--- src/rtl/crmask_unit.sv ---
module crmask_unit #(
  parameter int          XLEN  = 64,
  parameter logic [4:0]  XO_HI = 5'b10110
) (
  input  logic            clk,
  input  logic            rst_n,
  input  logic            in_valid,
  input  logic [31:0]     insn,
  input  logic [31:0]     cr_in,
  input  logic [XLEN-1:0] int_op,
  input  logic            so_in,
  output logic            int_we,
  output logic [XLEN-1:0] int_wdata,
  output logic [7:0]      cr_we,
  output logic [31:0]     cr_out
);

  localparam logic [5:0] PRIMARY = 6'd19;

  logic       hit, to_int, int_src, sel_hi, sel_lo, fold_or, rc;
  logic [0:3] mask, mode, src, terms;
  logic [2:0] bb, bt, bf;
  logic [1:0] bsel;
  logic [4:0] t5;
  logic       lsb, folded;

  assign hit     = in_valid && insn[31:26] == PRIMARY && insn[10:6] == XO_HI && !insn[5];
  assign sel_hi  = insn[20];
  assign sel_lo  = insn[12];
  assign mask    = insn[19:16];
  assign mode    = insn[4:1];
  assign bb      = insn[15:13];
  assign t5      = insn[25:21];
  assign bt      = insn[25:23];
  assign bf      = insn[23:21];
  assign bsel    = insn[25:24];
  assign fold_or = insn[11];
  assign rc      = insn[0];
  assign to_int  = !sel_hi && !sel_lo;
  assign int_src = sel_hi && !sel_lo;
  assign lsb     = (t5 == 5'd0) ? 1'b0 : int_op[0];

  function automatic logic [0:3] field_of(logic [31:0] cr, logic [2:0] f);
    return cr[31-4*f -: 4];
  endfunction

  assign src    = int_src ? {4{lsb}} : field_of(cr_in, bb);
  assign terms  = mask & ~(mode ^ src);
  assign folded = fold_or ? |terms : &terms;

  logic [XLEN-1:0] res_nx;
  logic [31:0]     cr_nx;
  logic [7:0]      we_nx;
  logic            iwe_nx;

  always_comb begin
    cr_nx  = cr_in;
    we_nx  = '0;
    iwe_nx = 1'b0;
    res_nx = '0;
    if (hit) begin
      if (to_int) begin
        iwe_nx    = 1'b1;
        res_nx[0] = folded;
        if (rc) begin
          we_nx[1]     = 1'b1;
          cr_nx[27:24] = {res_nx[XLEN-1],
                          !res_nx[XLEN-1] && |res_nx,
                          ~|res_nx,
                          so_in};
        end
      end else if (int_src) begin
        we_nx[bb]            = 1'b1;
        cr_nx[31-4*bb -: 4]  = terms;
      end else if (!sel_hi) begin
        we_nx[bt]            = 1'b1;
        cr_nx[31-4*bt -: 4]  = terms;
      end else begin
        we_nx[bf]                 = 1'b1;
        cr_nx[31-4*bf-bsel]       = folded;
      end
    end
  end

  always_ff @(posedge clk or negedge rst_n) begin
    if (!rst_n) begin
      int_we    <= 1'b0;
      int_wdata <= '0;
      cr_we     <= '0;
      cr_out    <= '0;
    end else begin
      int_we    <= iwe_nx;
      int_wdata <= res_nx;
      cr_we     <= we_nx;
      cr_out    <= cr_nx;
    end
  end

endmodule

--- config.mk ---
export PLATFORM = sky130hd
export DESIGN_NAME = crmask_unit
export DESIGN_NICKNAME = d
export VERILOG_FILES = /design/src/rtl/crmask_unit.sv
export SDC_FILE = /design/constraint.sdc
export NUM_CORES = 1
export LEC_CHECK = 0
export BUFFER_PORTS_ARGS = -buffer_cell sky130_fd_sc_hd__buf_2
export CAP_MARGIN = 30
export CORE_MARGIN = 3
export CORE_UTILIZATION = 47
export CTS_BUF_LIST = sky130_fd_sc_hd__clkbuf_16
export DETAILED_ROUTE_END_ITERATION = 10
export PLACE_DENSITY = 0.82
export SLEW_MARGIN = 20
export SYNTH_ARGS = -nofsm -noshare
export SYNTH_HDL_FRONTEND = slang
export SYNTH_SLANG_ARGS = --single-unit
--- constraint.sdc ---
create_clock -name clk -period 0.8 [get_ports clk]
set_clock_uncertainty 0.2 [all_clocks]
set_input_delay 0.04 -clock clk [delete_from_list [all_inputs] [get_ports clk]]
set_output_delay 0.04 -clock clk [all_outputs]
set_load 0.005 [all_outputs]
==> flow_metrics.env <==
export IMPL_status="finished with violations"
export IMPL_violations="negative hold slack, negative setup slack"
export IMPL_hold_path_depth=3
export IMPL_synth_warnings=0
export IMPL_crit_type="input pin to register"
export IMPL_power_density_nw_per_um2=1110
export IMPL_cpPeakStageDelay_ns=0.51
export IMPL_drc=0
export IMPL_initial_core_util_pct=49.3
export IMPL_rows=35
export IMPL_synthFlopType="dfrtp_1"
export IMPL_synth_async_reset_ratio_pct=100
export IMPL_leakage_nw=3.39
export IMPL_gp_congestion=1.04
export IMPL_drive_gt1_share_pct=49.3
export IMPL_grt_pass1_vias=6067
export IMPL_yosys_area_share_xor_xnor_pct=0
export IMPL_hold_violations=10
export IMPL_drv_cap=0
export IMPL_critPathCaptureType="register"
export IMPL_path_cells="buf_4, mux4_2, mux2i_2, mux2_4, or2_4, buf_8, a41o_4, buf_8, o21ai_4, buf_6, o31ai_2"
export IMPL_grt_max_degree=43
export IMPL_die_area_um2=11100
export IMPL_die_h_um=105
export IMPL_seq_area_frac_synth_pct=22.7
export IMPL_first_iter_violations=1114
export IMPL_finalCritPeriodShare_pct=309
export IMPL_synth_top_family_by_area="compound AO/OA/AOI/OAI gates"
export IMPL_hold_end="cr_out[0]"
export IMPL_root_buffer="clkbuf_16"
export IMPL_vias_per_cell=6.54
export IMPL_grt_setup_unrepaired="yes"
export IMPL_cp_common_cell="buf_8"
export IMPL_cp_required_ns=0.77
export IMPL_netlist_area_leader_share_pct=22.7
export IMPL_finalCriticalPeriod_ns=2.47
export IMPL_final_cell_mix="144 x buf_4, 99 x buf_2, 63 x conb_1"
export IMPL_slowest_stage="mux4_2"
export IMPL_die_w_um=105
export IMPL_ant_nets=0
export IMPL_layout_commonest_cell="buf_4"
export IMPL_hold_worst_slack_ns=-0.152
export IMPL_finalMaxSlewViolations=0
export IMPL_antenna_found_initial=0
export IMPL_n_fill_cell=595
export IMPL_setup_tns_ns=-64.99
export IMPL_vdd_ir_drop_max_mv=0.778
export IMPL_synth_area_um2=4640
export IMPL_vias=6459
export IMPL_cts_buffers=5
export IMPL_seq_area_um2=1050
export IMPL_cts_hold_buf=1
export IMPL_power_mw=8.32
export IMPL_clk_pin_slew_ns=0.07
export IMPL_ys_top_cells_by_area="dfrtp_1 23%, buf_4 10%, nor2_1 4.7%"
export IMPL_grt_overflow=0
export IMPL_synth_edf_count=0
export IMPL_clockBufferDepth=2
export IMPL_fin_area_um2=7510
export IMPL_synthCells=592
export IMPL_clock_sinks=42
export IMPL_yosysTopAreaCell="dfrtp_1"
export IMPL_hp_class="input pin to register"
export IMPL_fin_util_pct=79.8
export IMPL_dp_hpwl_um=15400
export IMPL_cp_max_fo=5
export IMPL_grt_use_total_pct=39.0
export IMPL_cp_arrival_ns=2.44
export IMPL_wl_per_cell_um=23.7
export IMPL_worstHoldStart="cr_in[0]"
export IMPL_multi_input_comb_area_um2=3560
export IMPL_synth_avg_cell_area_um2=7.83
export IMPL_cts_tree="built"
export IMPL_diodes=0
export IMPL_htreeDepth=2
export IMPL_io_pins=237
export IMPL_crit_start="cr_in[8]"
export IMPL_synth_compound_area_share_pct=34.9
export IMPL_setup_worst_path_start_class="input pin"
export IMPL_fmax_mhz=405
export IMPL_synthAdderAreaFrac_pct=0
export IMPL_finalSetupViolCount=84
export IMPL_syn2layout_area_growth_pct=61.9
export IMPL_ys_ff_latch=42
export IMPL_postPlaceCellArea_um2=6200
export IMPL_firstDrtPassIters=8
export IMPL_synth_simple_area_share_pct=18.5
export IMPL_grt_pass1_wl_um=33800
export IMPL_io_buffers=110
export IMPL_core_um2=9420
export IMPL_synthMuxAreaShare_pct=7.69
export IMPL_setup_ws_ns=-1.67
export IMPL_synth_cell_types=68
export IMPL_nets=989
export IMPL_drt_wl_total_um=23400
## cell usage after synthesis (3+ instances only)
cell type	count
a22o_1	7
o21ai_0	43
nor3b_1	4
o221ai_1	3
a211oi_1	11
a21oi_1	39
a221o_1	9
o22a_1	7
o2111ai_1	3
mux2_2	4
nand2_1	47
nor3_1	9
nand2b_1	7
or2_2	5
a31oi_1	15
a2111oi_1	3
mux2i_1	9
or3_1	5
a2111oi_2	3
inv_1	4
buf_6	6
nor2b_1	5
nand3_1	9
mux4_2	8
o211ai_1	18
o21a_1	6
a22oi_1	19
nor2_1	58
dfrtp_1	42
buf_1	3
a32oi_1	3
clkbuf_1	29
o31ai_1	11
o22ai_1	14
and2_1	8
buf_4	64
buf_2	9
a311oi_1	4
a21boi_0	3
## critical path, delay by kind of cell
kind / cells / cell delay (ns)
compound gates: 3 / 0.51
buf+inv: 4 / 0.59
mux: 3 / 1.05
simple gates: 1 / 0.25
## final cells by class
cell class	count	share of cell area [%]
clock buffer	5	1.67
clock inverter	3	0.583
inverter	5	0.417
multi-input combinational	495	47.5
sequential	42	14.0
tap	129	2.15
timing repair buffer	308	33.7
## cell families (layout without fill, tap and decap cells)
| family | Yosys count | after routing |
|---|---|---|
| buf+inv | 117 | 321 |
| simple gates | 175 | 175 |
| mux | 23 | 23 |
| flops | 42 | 42 |
| compound gates | 234 | 234 |
| other cells | 1 | 63 |
## timing repair
| item | in CTS | in global routing |
|---|---|---|
| endpoints found under the hold margin | 55 | 9 |
| endpoints found under the setup margin | 84 | 84 |
| buffers inserted | 25 | 8 |
| gates resized for setup | 140 | 53 |
| gates cloned | 4 | 0 |
| pin swaps | 29 | 23 |
## per-stage QoR
step	setup WS [ns]	instances
after floorplan	-1.82	654
after global placement	-2.08	941
after detailed placement	-2.20	941
after CTS	-1.62	979
after global routing	-1.71	987
final	-1.67	987
## worst max-delay path by stage
stage | to | cells after the start
2_1_floorplan | cr_out[31] | 12
3_3_place_gp | cr_out[2] | 11
3_5_place_dp | cr_out[25] | 9
4_1_cts | cr_out[16] | 11
5_1_grt | cr_out[12] | 11
6_report | cr_out[12] | 11
## state kept, by name, summed over array words and instances, names as in the netlist
name	count
cr_we	8
cr_out	32
int_wdata	1
int_we	1
## metal layers
| layer | vias to the layer above | wire, um | GRT usage (%) |
|---|---|---|---|
| li1 | 2660 | - | - |
| met1 | 2932 | 7890 | 48.8 |
| met2 | 669 | 9950 | 60.5 |
| met3 | 198 | 3700 | 10.8 |
| met4 | 0 | 1840 | 21.5 |
| met5 | - | 0 | 0 |
## power breakdown
group / switching, mW / leakage (nW) / internal (mW)
clock: 0.937 / 0.0842 / 1.48
sequential: 0.0272 / 0.537 / 2.23
combinational: 1.97 / 2.77 / 1.68
total: 2.93 / 3.39 / 5.39
Power figures use the tool's default switching activity.
